===== config.mk =====
export PLATFORM = sky130hd
export DESIGN_NAME = bus_err_csr
export DESIGN_NICKNAME = d
export VERILOG_FILES = /design/src/rtl/bec_pkg.sv /design/src/rtl/bec_status.sv /design/src/rtl/bec_lock_ctl.sv /design/src/rtl/bec_capture.sv /design/src/rtl/bus_err_csr.sv
export SDC_FILE = /design/constraint.sdc
export NUM_CORES = 1
export LEC_CHECK = 0
export BUFFER_PORTS_ARGS = -buffer_cell sky130_fd_sc_hd__buf_2
export CAP_MARGIN = 20
export CORE_MARGIN = 3
export CORE_UTILIZATION = 52
export CTS_CLUSTER_DIAMETER = 100
export DETAILED_ROUTE_END_ITERATION = 8
export GPL_ROUTABILITY_DRIVEN = 1
export PLACE_DENSITY = 0.86
export SLEW_MARGIN = 20
export SYNTH_ARGS = -nofsm -noshare
export SYNTH_HDL_FRONTEND = slang
export SYNTH_SLANG_ARGS = --single-unit

===== constraint.sdc =====
create_clock -name clk -period 5.26 [get_ports clk]
set_input_delay 0.263 -clock clk [delete_from_list [all_inputs] [get_ports clk]]
set_output_delay 0.263 -clock clk [all_outputs]
set_load 0.01 [all_outputs]

===== src/rtl/bec_pkg.sv =====
package bec_pkg;
  localparam int NUM_EV  = 8;
  localparam int NUM_BUS = 6;
  localparam int NUM_SYS = NUM_EV - NUM_BUS;
  localparam int BUS_AW  = 32;
  localparam int CMD_W   = 4;
  localparam int CSR_AW  = 2;
  localparam int SYS_LSB = 6;
  localparam int SYS_FIELD_LSB = 4;

  // event index order: bus group first, system group last
  localparam int IDX_NO_DEV    = 0;
  localparam int IDX_TGT_ABORT = 1;
  localparam int IDX_IO_PAR    = 2;
  localparam int IDX_DMA_PAR   = 3;
  localparam int IDX_BAD_MAP   = 4;
  localparam int IDX_RETRY_TO  = 5;
  localparam int IDX_RD_UNCORR = 6;
  localparam int IDX_RD_CORR   = 7;

  // status word positions decoded by software
  localparam int VER_POS     = 31;
  localparam int CMD_LSB     = 18;
  localparam int LOST_POS    = 6;
  localparam int PARDIS_POS  = 4;
  localparam int CORRDIS_POS = 3;

  localparam logic [CSR_AW-1:0] OFS_CSR = 2'd0;
  localparam logic [CSR_AW-1:0] OFS_BUS = 2'd1;
  localparam logic [CSR_AW-1:0] OFS_SYS = 2'd2;

  function automatic int stat_pos(input int idx);
    case (idx)
      IDX_NO_DEV:    return 11;
      IDX_TGT_ABORT: return 10;
      IDX_IO_PAR:    return 9;
      IDX_DMA_PAR:   return 8;
      IDX_BAD_MAP:   return 14;
      IDX_RETRY_TO:  return 5;
      IDX_RD_UNCORR: return 13;
      default:       return 12;
    endcase
  endfunction
endpackage


===== src/rtl/bec_status.sv =====
module bec_status #(
  parameter int N = 8
) (
  input  logic         clk,
  input  logic         rst_n,
  input  logic [N-1:0] set_i,
  input  logic [N-1:0] clr_i,
  input  logic         lost_set_i,
  input  logic         lost_clr_i,
  output logic [N-1:0] stat_o,
  output logic         lost_o
);
  for (genvar g = 0; g < N; g++) begin : g_bit
    always_ff @(posedge clk or negedge rst_n) begin
      if (!rst_n)          stat_o[g] <= 1'b0;
      else if (set_i[g])   stat_o[g] <= 1'b1;
      else if (clr_i[g])   stat_o[g] <= 1'b0;
    end
  end

  always_ff @(posedge clk or negedge rst_n) begin
    if (!rst_n)          lost_o <= 1'b0;
    else if (lost_set_i) lost_o <= 1'b1;
    else if (lost_clr_i) lost_o <= 1'b0;
  end
endmodule


===== src/rtl/bec_lock_ctl.sv =====
module bec_lock_ctl #(
  parameter int N = 6
) (
  input  logic [N-1:0] ev_i,
  input  logic         locked_i,
  output logic         cap_o,
  output logic         lost_o
);
  logic any_ev;
  logic multi_ev;

  assign any_ev   = |ev_i;
  assign multi_ev = |(ev_i & (ev_i - 1'b1));
  assign cap_o    = any_ev & ~locked_i;
  assign lost_o   = any_ev & (locked_i | multi_ev);
endmodule


===== src/rtl/bec_capture.sv =====
module bec_capture #(
  parameter int W = 32
) (
  input  logic         clk,
  input  logic         rst_n,
  input  logic         cap_i,
  input  logic [W-1:0] d_i,
  output logic [W-1:0] q_o
);
  always_ff @(posedge clk or negedge rst_n) begin
    if (!rst_n)     q_o <= '0;
    else if (cap_i) q_o <= d_i;
  end
endmodule


===== src/rtl/bus_err_csr.sv =====
module bus_err_csr
  import bec_pkg::*;
#(
  parameter logic VERSION_BIT = 1'b1,
  parameter int   SYS_AW      = 34
) (
  input  logic              clk,
  input  logic              rst_n,
  input  logic [CSR_AW-1:0] csr_addr,
  input  logic              csr_we,
  input  logic [31:0]       csr_wdata,
  output logic [31:0]       csr_rdata,
  input  logic              ev_no_dev,
  input  logic              ev_tgt_abort,
  input  logic              ev_io_par,
  input  logic              ev_dma_par,
  input  logic              ev_bad_map,
  input  logic              ev_retry_to,
  input  logic              ev_rd_uncorr,
  input  logic              ev_rd_corr,
  input  logic [BUS_AW-1:0] bus_addr,
  input  logic [CMD_W-1:0]  bus_cmd,
  input  logic [SYS_AW-1:0] sys_addr,
  output logic              irq
);
  localparam int SLOG_W = SYS_AW - SYS_LSB;
  localparam int BLOG_W = BUS_AW + CMD_W;

  logic              cfg_par_dis;
  logic              cfg_corr_dis;
  logic [NUM_EV-1:0] ev_raw;
  logic [NUM_EV-1:0] ev_ign;
  logic [NUM_EV-1:0] ev_ok;
  logic [NUM_EV-1:0] clr_mask;
  logic [NUM_EV-1:0] irq_mask;
  logic [NUM_EV-1:0] stat_q;
  logic              lost_q;
  logic              wr_csr;
  logic              bus_locked, sys_locked;
  logic              bus_cap, sys_cap;
  logic              bus_lost, sys_lost;
  logic [BLOG_W-1:0] bus_log_q;
  logic [SLOG_W-1:0] sys_log_q;
  logic [31:0]       csr_word;
  logic [31:0]       sys_word;
  logic              unused_bits;

  assign unused_bits = ^{csr_wdata, sys_addr[SYS_LSB-1:0]};
  assign wr_csr = csr_we & (csr_addr == OFS_CSR);

  // control bits
  always_ff @(posedge clk or negedge rst_n) begin
    if (!rst_n) begin
      cfg_par_dis  <= 1'b0;
      cfg_corr_dis <= 1'b0;
    end else if (wr_csr) begin
      cfg_par_dis  <= csr_wdata[PARDIS_POS];
      cfg_corr_dis <= csr_wdata[CORRDIS_POS];
    end
  end

  // event gathering and suppression
  always_comb begin
    ev_raw = '0;
    ev_raw[IDX_NO_DEV]    = ev_no_dev;
    ev_raw[IDX_TGT_ABORT] = ev_tgt_abort;
    ev_raw[IDX_IO_PAR]    = ev_io_par;
    ev_raw[IDX_DMA_PAR]   = ev_dma_par;
    ev_raw[IDX_BAD_MAP]   = ev_bad_map;
    ev_raw[IDX_RETRY_TO]  = ev_retry_to;
    ev_raw[IDX_RD_UNCORR] = ev_rd_uncorr;
    ev_raw[IDX_RD_CORR]   = ev_rd_corr;
    ev_ign = '0;
    ev_ign[IDX_IO_PAR]  = cfg_par_dis;
    ev_ign[IDX_DMA_PAR] = cfg_par_dis;
    ev_ign[IDX_RD_CORR] = cfg_corr_dis;
    irq_mask = '0;
    irq_mask[IDX_RD_CORR] = cfg_corr_dis;
  end

  assign ev_ok = ev_raw & ~ev_ign;

  for (genvar g = 0; g < NUM_EV; g++) begin : g_clr
    assign clr_mask[g] = wr_csr & csr_wdata[stat_pos(g)];
  end

  assign bus_locked = |stat_q[NUM_BUS-1:0];
  assign sys_locked = |stat_q[NUM_EV-1:NUM_BUS];

  bec_lock_ctl #(.N(NUM_BUS)) u_bus_lock (
    .ev_i     (ev_ok[NUM_BUS-1:0]),
    .locked_i (bus_locked),
    .cap_o    (bus_cap),
    .lost_o   (bus_lost)
  );

  bec_lock_ctl #(.N(NUM_SYS)) u_sys_lock (
    .ev_i     (ev_ok[NUM_EV-1:NUM_BUS]),
    .locked_i (sys_locked),
    .cap_o    (sys_cap),
    .lost_o   (sys_lost)
  );

  bec_capture #(.W(BLOG_W)) u_bus_log (
    .clk   (clk),
    .rst_n (rst_n),
    .cap_i (bus_cap),
    .d_i   ({bus_cmd, bus_addr}),
    .q_o   (bus_log_q)
  );

  bec_capture #(.W(SLOG_W)) u_sys_log (
    .clk   (clk),
    .rst_n (rst_n),
    .cap_i (sys_cap),
    .d_i   (sys_addr[SYS_AW-1:SYS_LSB]),
    .q_o   (sys_log_q)
  );

  bec_status #(.N(NUM_EV)) u_status (
    .clk        (clk),
    .rst_n      (rst_n),
    .set_i      (ev_ok),
    .clr_i      (clr_mask),
    .lost_set_i (bus_lost | sys_lost),
    .lost_clr_i (wr_csr & csr_wdata[LOST_POS]),
    .stat_o     (stat_q),
    .lost_o     (lost_q)
  );

  // read words
  always_comb begin
    csr_word = '0;
    csr_word[VER_POS] = VERSION_BIT;
    if (bus_locked) csr_word[CMD_LSB +: CMD_W] = bus_log_q[BUS_AW +: CMD_W];
    for (int i = 0; i < NUM_EV; i++) csr_word[stat_pos(i)] = stat_q[i];
    csr_word[LOST_POS]    = lost_q;
    csr_word[PARDIS_POS]  = cfg_par_dis;
    csr_word[CORRDIS_POS] = cfg_corr_dis;
    sys_word = '0;
    sys_word[SYS_FIELD_LSB +: SLOG_W] = sys_log_q;
  end

  always_comb begin
    case (csr_addr)
      OFS_CSR: csr_rdata = csr_word;
      OFS_BUS: csr_rdata = bus_log_q[BUS_AW-1:0];
      OFS_SYS: csr_rdata = sys_word;
      default: csr_rdata = '0;
    endcase
  end

  assign irq = (|(stat_q & ~irq_mask)) | lost_q;
endmodule


# Word-level counts from Yosys, hierarchy flattened
# Index checks and enable logic that the tools add are counted.
# word_totals
reg_bits	75
in_bits	115
output_inout_bits	33
elab_cells	80
# classes
n_addsub	2
eq_ne	2
muxes	20
bitwise	26
reduce_logical	17
# op_table
cell	n
$pmux 32 s3	1
$mux 1	18
$reduce_bool 2->1	9
$reduce_or 6->1	3
$and 8x8->8	2
$not 8->8	2
$and 1x1->1	14
$reduce_or 8->1	1
$and 6x6->6	1
$reduce_or 2->1	3
$sub 6x1->6 const B	1
$mux 4	1
$or 1x1->1	4
$and 2x2->2	1
$eq 2x1->1 const B	1
$eq 2x2->1 const B	1
$logic_not 2->1	1
$not 1->1	2
$sub 2x1->2 const B	1

# Logic depth before layout (Yosys ltp)
# Gate-level depths: netlist of the first run.
# logic_depth
ltp_word	9
mapped_depth	6
depth_no_buf	4

# By module
# A second synthesis of the first run with hierarchy kept.
# unflattened
hier_cells	274
area_unflattened_um2	3732.3
# modules_own_cells
mod	instances	cells_per_inst	area_each_um2	seq_area_each_um2
bec_capture (u_bus_log)	1	76	1490.2	900.9
bec_capture (u_sys_log)	1	59	1142.3	700.7
bus_err_csr	1	100	674.4	50.0
bec_status	1	27	326.6	225.2
bec_lock_ctl (u_bus_lock)	1	10	77.6	0.0
bec_lock_ctl (u_sys_lock)	1	2	21.3	0.0

# Worst setup path before layout of the first run
# Ideal clock, no wire load.
# synth_timing
kind	reg-to-reg
from	register u_status.stat_o[3]
to	register u_bus_log.q_o[10]
setup_ns	0.125
arrival_time_ns	1.542
required_ns	5.135
slack_ns	3.593
stages_incl_launch_ff	7
path_buffers	2
period_less_slack_ns	1.667
cell_sequence	dfrtp_1 -> nor4_4 -> nand2_2 -> o21bai_1 -> buf_6 -> buf_12 -> mux2_4
# synth_via
elab_chain_cells	3
# synth_rtl
item	line_no	source
start: declaration	bec_status.sv:10	output logic [N-1:0] stat_o,
start signal: indexed assignment	bec_status.sv:15	if (!rst_n) stat_o[g] <= 1'b0;
start signal: indexed assignment	bec_status.sv:16	else if (set_i[g]) stat_o[g] <= 1'b1;
start signal: indexed assignment	bec_status.sv:17	else if (clr_i[g]) stat_o[g] <= 1'b0;
$reduce_or 6->1	bus_err_csr.sv:87	assign bus_locked = |stat_q[NUM_BUS-1:0];
$not 1->1	bec_lock_ctl.sv:14	assign cap_o = any_ev & ~locked_i;
$and 1x1->1	bec_lock_ctl.sv:14	
end signal: assignment	bec_capture.sv:12	else if (cap_i) q_o <= d_i;
end: declaration	bec_capture.sv:8	output logic [W-1:0] q_o
# Every way passes these cells.
# A chain may end at the register's enable or synchronous reset.

# Worst setup path in the final report of the first run
# layout_timing
from	input port csr_addr[1]
to	output port csr_rdata[16]
# layout_via
elab_chain_cells	2
elab_cells_between_ends	4
cone_classes	eq/ne (2); mux (1); reduce/logical (1)
# layout_rtl
item	line_no	source
start: declaration	bus_err_csr.sv:9	input logic [CSR_AW-1:0] csr_addr,
$eq 2x2->1 (tied with other cells)	bus_err_csr.sv:145	case (csr_addr)
$pmux 32 s3 (*)	bus_err_csr.sv:145	
end: declaration	bus_err_csr.sv:12	output logic [31:0] csr_rdata,
# Mark *: on every way between the ends. The rest lies on a longest branch, timed or not.

==> metrics.txt, run 1 <==
post-synthesis async set-or-reset flop share 100.0%; Final Routed Wirelength 8.293 mm; horizontal die dimension 88.84 µm; wire per inst 17.61 µm; Final Hold Vio Count 0; Synth top cells by count 75 x sky130_fd_sc_hd__dfrtp_1, 30 x sky130_fd_sc_hd__mux2_4, 28 x sky130_fd_sc_hd__nand2_1, 27 x sky130_fd_sc_hd__mux2_2, 16 x sky130_fd_sc_hd__o21ai_0; effective utilization at floorplan 54.94%; count of nets after finishing 504; Setup TNS Final 0 ns; Max Clock Skew 0.007462 ns; post-synthesis register bit count 75; Placer Congestion 0.7736; final design area excluding fillers 4395 µm²; number of buffers added to fix hold violations after cts 0; WP data required 5.00 ns; Worst Reg2Reg Path Length in Cells 5; count of instances resized after the clock tree is built 0; io pins 148; clock root buffer master sky130_fd_sc_hd__clkbuf_8; transition time of the tightest slew-check pin 1.014 ns; Clock Latency Late Sink 0.34 ns; Hold WS 0.04778 ns; Die Y-Extent 88.84 µm; Seq pwr share 51.1%; maximum number of pins on one net before global-route repair 76; remaining routing DRC violations 0; switching power share of the total 26.24%; TritonCTS Sinks 75; startpoint kind of the worst setup timing path input port; total number of placement rows 29; sequential element share of the synthesized area 52.59%; destination of the critical timing path csr_rdata[16]; RSZ-0062 raised after global routing no; Most used DFF post-synth sky130_fd_sc_hd__dfrtp_1; clock transition time at the flip-flop clock pins of the worst setup and hold paths 0.08 ns; # Post-CTS Setup Buffers 0; Core Region 6495 µm²; R2R Path Start cfg_par_dis; min Tclk post-route 2.289 ns; cell internal power dissipation 1015 µW; 1st-iter DRT viols 113; leading post-synthesis cells by cell area sky130_fd_sc_hd__dfrtp_1 53%, sky130_fd_sc_hd__mux2_4 13%, sky130_fd_sc_hd__mux2_2 8.5%; Synth cell types 31; number of I/O port buffers 120; static leakage 0.002224 µW; number of global-route vias before repair 2648; number of enable-type register cells in the synthesized netlist 0; number of antenna violations at the first check in global routing 0; H-tree depth 3; most repeated cell in the gate-level netlist after synthesis sky130_fd_sc_hd__dfrtp_1; number of vias per cell after detailed routing 5.408; global-route wire length before repair 13.02 mm; Synth Cell Area 3568 µm²; share of total power in the clock network 32.7%; number of buffers on the longest clock path 2; worst voltage drop across the vdd grid 0.1762 mV; critical path data arrival time 2.03 ns; Power per Cell Area 313.2 nW/µm²; detailed-route via count 2547; Critical Path Start csr_addr[1]; floorplan die area 7893 µm²; switching pwr 361.2 µW; Setup CP Type input port to primary output; nature of the critical path endpoint primary output; Setup-failing EPs final 0; max-cap check violation count 0; cell type contributing the most total cell area after synthesis sky130_fd_sc_hd__dfrtp_1; iteration count of the initial detailed-routing pass 4; Placed Area 4193 µm²; TritonCTS clock tree yes; Synthesis Warnings 0; global route total overflow 0; number of routed nets with antenna violations 0; Max Slew Vio Count 0; total routing usage reported by global routing 21.93%; Slew Limit Headroom 32.26%; # diodes 0; outcome finished, final reports clean; number of buffers added by the clock tree synthesis step 9; path class of the lowest-slack min-delay path input port to asynchronous set/reset pin; period utilisation layout 43.51%; fmax 436.9 MHz; post-synth net total 385; Cells after Synth 270; fraction of final layout cells with drive strength greater than 1 51.52%; worst-path fanout max 24; Syn Area/Cell 13.22 µm²; capturing point of the worst reg2reg path u_bus_log.q_o[9]; worst setup slack for register-to-register paths 3.06 ns; detailed placement HPWL 5.850 mm; proportion of netlist area held by the largest area contributor 52.59%; layout overhead on the synthesized area 23.18%; share of power burned in combinational logic 16.2%
==> placed cells by master (no fill, tap or decap), drive strengths merged, types with 2 or more instances in the layout <==
master and count:
o21ai 16, clkbuf 10, mux2 66, nor2 4, inv 2, o21bai 3
a22o 13, nand2 29, a21o 6, nor2b 9, dfrtp 75, clkinv 4
and2 3, or2 2, buf 124, mux2i 11, a21oi 2, a22oi 5
==> through the flow <==
step	setup WS, ns	cells	util (%)	power (µW)
5_1_grt	2.845	471	67.67	1447
4_1_cts	2.971	471	67.67	1390
2_1_floorplan	3.593	270	-	839.4
3_3_place_gp	2.980	455	64.55	923.0
3_5_place_dp	2.967	455	64.55	939.1
6_report	2.971	471	67.67	1377
==> critical path: stages <==
cell	delay (ns)
sky130_fd_sc_hd__buf_2	0.47
sky130_fd_sc_hd__nor2b_1	0.88
sky130_fd_sc_hd__a22o_1	0.26
sky130_fd_sc_hd__buf_2	0.14
==> cell families (layout without fill, tap and decap cells) <==
| group | after synthesis | in the layout | synth area share, % |
|---|---|---|---|
| compound gates | 47 | 47 | 9.082 |
| fa+ha+maj | 1 | 1 | 0.2805 |
| buf+inv | 18 | 142 | 3.647 |
| flops | 75 | 75 | 52.59 |
| mux | 77 | 77 | 27.07 |
| simple gates | 52 | 52 | 7.328 |
==> worst min path at each step <==
stage,slack [ns],depth (start not counted),from,end
after floorplan,-0.03,0,rst_n,cfg_corr_dis
after global placement,0.46,1,rst_n,cfg_par_dis
after detailed placement,0.47,1,rst_n,cfg_par_dis
after CTS,0.09,1,rst_n,cfg_par_dis
after global routing,0.11,2,sys_addr[28],u_sys_log.q_o[22]
final,0.05,1,rst_n,cfg_par_dis
==> layer usage <==
layer | global-route usage [%] | up-vias | wire length (µm) | share of wire [%]
met4 | 7.143 | 0 | 142 | 1.7
met1 | 27.61 | 1273 | 3437 | 41
li1 | - | 1193 | - | -
met2 | 37.85 | 68 | 4362 | 53
met3 | 4.376 | 13 | 350 | 4.2
met5 | 0 | - | 0 | 0
==> sequential cells by signal, indices dropped and copies added, names as in the netlist <==
name and flops:
u_status.stat_o 8, cfg_corr_dis 1, cfg_par_dis 1, u_sys_log.q_o 28, u_status.lost_o 1, u_bus_log.q_o 36
==> area by class of cell <==
| class | instances | area (µm²) |
|---|---|---|
| sequential | 75 | 1877 |
| clock inverter | 6 | 65.06 |
| fill | 509 | 2100 |
| clock buffer | 10 | 137.6 |
| multi-input combinational | 177 | 1579 |
| tap | 77 | 96.34 |
| inverter | 2 | 7.507 |
| timing repair buffer | 124 | 633.1 |
==> power groups by stage <==
stage | logic (µW) | registers [µW] | clock network, µW
after detailed placement | 225 | 714 | 0
after global routing | 245 | 714 | 487
final | 223 | 704 | 450
after floorplan | 141 | 698 | 0
after global placement | 216 | 707 | 0
after CTS | 226 | 703 | 462
(Power assumes the default switching activity.)
==> run 2: changes to the inputs <==
ABC_AREA = 1   (was unset)
CORE_UTILIZATION = 45   (was 52)
PLACE_DENSITY = 0.77   (was 0.86)
clock period = 2 ns   (was 5.26 ns; I/O delays follow)
==> metrics.txt, run 2 <==
path class of the lowest-slack min-delay path input port to flip-flop (was input port to asynchronous set/reset pin); # diodes 0 (unchanged); clock transition time at the flip-flop clock pins of the worst setup and hold paths 0.08 ns (about the same); switching pwr 1163 µW (was 361.2 µW); number of buffers on the longest clock path 2 (unchanged); switching power share of the total 29.02% (was 26.24%); detailed placement HPWL 7.685 mm (was 5.850 mm); transition time of the tightest slew-check pin 0.7749 ns (was 1.014 ns); worst-path fanout max 11 (was 24); min Tclk post-route 1.847 ns; number of buffers added by the clock tree synthesis step 9 (unchanged); remaining routing DRC violations 0 (unchanged); worst setup slack for register-to-register paths 0.34 ns (was 3.06 ns); number of vias per cell after detailed routing 5.159 (was 5.408); Setup TNS Final 0 ns (unchanged); share of power burned in combinational logic 19.1% (was 16.2%); floorplan die area 9796 µm² (was 7893 µm²); total number of placement rows 33 (was 29); count of instances resized after the clock tree is built 0 (unchanged); most common library cell in the layout ignoring fill and taps sky130_fd_sc_hd__nand2_1 (was sky130_fd_sc_hd__buf_2); post-synthesis async set-or-reset flop share 100.0% (unchanged); largest register by flop count u_bus_log.q_o (unchanged); number of flip-flops in the largest register 36 (unchanged); global-route met1 utilization 32.10% (was 27.61%); RSZ-0062 raised after global routing no (unchanged); effective utilization at floorplan 46.87% (was 54.94%); Slew Limit Headroom 48.34% (was 32.26%); io pins 148 (unchanged); multiplexer fraction of the synthesized cell area 0% (was 27.07%); final design area excluding fillers 5223 µm² (was 4395 µm²); Max Clock Skew 0.01192 ns (was 0.007462 ns); period utilisation layout 92.34%; number of buffers added to fix hold violations after cts 47 (was 0); Largest stage delay, worst path 0.40 ns (was 0.88 ns); count of nets after finishing 752 (was 504); outcome finished, final reports clean (unchanged); startpoint kind of the worst setup timing path flip-flop (was input port); Critical-path top delay cell sky130_fd_sc_hd__dfrtp_1 (was sky130_fd_sc_hd__nor2b_1); dominant combinational cell family by area after synthesis simple AND/OR/NAND/NOR gates (was multiplexers); busiest grt layer met2 (unchanged); Final Routed Wirelength 11.30 mm (was 8.293 mm); fmax 541.5 MHz; number of buffers and inverters on the critical path 2 (unchanged); Final Hold Vio Count 0 (unchanged); clock root buffer master sky130_fd_sc_hd__clkbuf_8 (unchanged); post-synth net total 592 (was 385); Die Y-Extent 98.98 µm (was 88.84 µm); Setup-failing EPs final 0 (unchanged); # Post-CTS Setup Buffers 0 (unchanged); ordered cell list for the critical path nor2_1, nand3_2, inv_2, o2111ai_1, buf_2 (was buf_2, nor2b_1, a22o_1, buf_2); Power per Cell Area 767.3 nW/µm² (was 313.2 nW/µm²); met3 Track Usage GR 3.680% (was 4.376%); horizontal die dimension 98.98 µm (was 88.84 µm); global-route wire length before repair 18.60 mm (was 13.02 mm); Placed Area 4526 µm² (was 4193 µm²); post-synthesis register bit count 75 (unchanged); least setup slack across all paths after layout 0.1531 ns (was 2.971 ns); global route total overflow 0 (unchanged); share of total power in the clock network 32.8% (was 32.7%); TritonCTS clock tree yes (unchanged); Setup Slack @ Placement 0.3793 ns (was 2.967 ns); cell internal power dissipation 2844 µW (was 1015 µW); fraction of the mapped netlist area in compound gates 5.597% (was 9.081%); Most used DFF post-synth sky130_fd_sc_hd__dfrtp_1 (unchanged); nature of the critical path endpoint primary output (unchanged); placed cell count 684 (was 455); Cells after Synth 477 (was 270); total routing usage reported by global routing 23.87% (was 21.93%); Seq pwr share 48.1% (was 51.1%); Synth cell types 26 (was 31); TritonCTS Sinks 75 (unchanged); met2 track demand over resource in global routing 38.69% (was 37.85%); post-synthesis simple-gate area fraction 36.57% (was 7.328%); top library cells by usage in the layout, fill and taps aside 164 x sky130_fd_sc_hd__nand2_1, 119 x sky130_fd_sc_hd__buf_2, 79 x sky130_fd_sc_hd__nand3_1, 75 x sky130_fd_sc_hd__dfrtp_1, 47 x sky130_fd_sc_hd__dlygate4sd3_1 (was 119 x sky130_fd_sc_hd__buf_2, 75 x sky130_fd_sc_hd__dfrtp_1, 30 x sky130_fd_sc_hd__mux2_4, 28 x sky130_fd_sc_hd__nand2_1, 27 x sky130_fd_sc_hd__mux2_2); Synth Cell Area 3890 µm² (was 3568 µm²); max-cap check violation count 0 (unchanged); Core Region 8299 µm² (was 6495 µm²); H-tree depth 3 (unchanged); number of cells in the finished layout apart from fillers 747 (was 471); static leakage 0.002711 µW (was 0.002224 µW); critical path data arrival time 1.75 ns (was 2.03 ns); most repeated cell in the gate-level netlist after synthesis sky130_fd_sc_hd__nand2_1 (was sky130_fd_sc_hd__dfrtp_1); proportion of netlist area held by the largest area contributor 48.25% (was 52.59%); detailed-route via count 3854 (was 2547); number of I/O port buffers 120 (unchanged); total of fill cells in the finished design 715 (was 509); Post-Synth XOR/XNOR Area 0% (unchanged); layout overhead on the synthesized area 34.26% (was 23.18%); PnR Total Power 4007 µW (was 1377 µW); Clock Latency Late Sink 0.34 ns (about the same); Placer Congestion 0.9219 (was 0.7736); fraction of the mapped netlist area in adder cells 0% (was 0.2805%); top flop regs u_bus_log.q_o (36), u_sys_log.q_o (28), u_status.stat_o (8) (unchanged); delay-heaviest family, CP buffers and inverters (was simple AND/OR/NAND/NOR gates); wire per inst 15.13 µm (was 17.61 µm); number of routed nets with antenna violations 0 (unchanged); number of enable-type register cells in the synthesized netlist 0 (unchanged); Setup CP Type flip-flop to primary output (was input port to primary output); maximum number of pins on one net before global-route repair 42 (was 76); leading post-synthesis cells by cell area sky130_fd_sc_hd__dfrtp_1 48%, sky130_fd_sc_hd__nand2_1 16%, sky130_fd_sc_hd__nand3_1 10% (was sky130_fd_sc_hd__dfrtp_1 53%, sky130_fd_sc_hd__mux2_4 13%, sky130_fd_sc_hd__mux2_2 8.5%); worst voltage drop across the vdd grid 0.3441 mV (was 0.1762 mV); WP data required 1.90 ns (was 5.00 ns); number of antenna violations at the first check in global routing 0 (unchanged); Syn Area/Cell 8.155 µm² (was 13.22 µm²); Synthesis Warnings 0 (unchanged); Synth top cells by count 164 x sky130_fd_sc_hd__nand2_1, 79 x sky130_fd_sc_hd__nand3_1, 75 x sky130_fd_sc_hd__dfrtp_1, 40 x sky130_fd_sc_hd__inv_1, 30 x sky130_fd_sc_hd__nand3_2 (was 75 x sky130_fd_sc_hd__dfrtp_1, 30 x sky130_fd_sc_hd__mux2_4, 28 x sky130_fd_sc_hd__nand2_1, 27 x sky130_fd_sc_hd__mux2_2, 16 x sky130_fd_sc_hd__o21ai_0); sequential element share of the synthesized area 48.25% (was 52.59%); cell type contributing the most total cell area after synthesis sky130_fd_sc_hd__dfrtp_1 (unchanged); 1st-iter DRT viols 262 (was 113); iteration count of the initial detailed-routing pass 5 (was 4); number of global-route vias before repair 3835 (was 2648); fraction of final layout cells with drive strength greater than 1 29.44% (was 51.52%); Max Slew Vio Count 0 (unchanged)
[run 2: cell type report]
| class | instances | area (µm²) | area share (%) |
|---|---|---|---|
| Clock buffer | 10 | 137.6 | 2.635 |
| Clock inverter | 6 | 88.84 | 1.701 |
| Inverter | 43 | 161.4 | 3.091 |
| Multi-Input combinational cell | 328 | 1643 | 31.46 |
| Sequential cell | 75 | 1877 | 35.94 |
| Tap cell | 105 | 131.4 | 2.516 |
| Timing Repair Buffer | 180 | 1184 | 22.66 |
[run 2: power groups by stage]
stage          Sequential, µW  Combinational (µW)  Clock [µW]
4_1_cts                  1920                 766        1320
3_5_place_dp             1940                 697           0
3_3_place_gp             1930                 673           0
6_report                 1930                 766        1320
5_1_grt                  1950                 875        1380
2_1_floorplan            1900                 410           0
[run 2: path summary, 6_finish.rpt]
| kind | cells past startpoint | to | startpoint |
|---|---|---|---|
| worst min register to register | 2 | u_bus_log.q_o[4] | u_bus_log.q_o[4] |
| max in group asynchronous | 3 | u_sys_log.q_o[23] | rst_n |
| worst min-delay path | 3 | u_sys_log.q_o[15] | sys_addr[21] |
| worst max register to register | 6 | u_bus_log.q_o[19] | u_status.stat_o[3] |
| worst max-delay path | 5 | irq | u_status.stat_o[3] |
| min in group asynchronous | 2 | u_bus_log.q_o[1] | rst_n |
[run 2: logic make-up (layout without fill, tap and decap cells)]
group                  after synthesis  count (layout)
AND/OR/NAND/NOR                    294             294
flip-flops                          75              75
buffers and inverters               74             239
AO/OA/AOI/OAI                       34              34
[run 2: layer usage]
metal  up-vias  wire length, µm
met5         -                0
met4         0              258
met3        24              791
met2       175             5477
met1      1798             4775
li1       1857                -
[run 2: through the flow]
| stage | util, % | hold WS, ns |
|---|---|---|
| 2_1_floorplan | - | -0.1956 |
| 3_3_place_gp | 54.53 | 0.09129 |
| 3_5_place_dp | 54.53 | 0.08992 |
| 4_1_cts | 62.93 | 0.0008380 |
| 5_1_grt | 62.93 | 0.008919 |
| 6_report | 62.93 | 0.003300 |
[run 2: worst min-delay path: cells and delay by family]
kind                   cells  cell delay [ns]
buffers and inverters      1             0.09
and+or+nand+nor            2             0.13
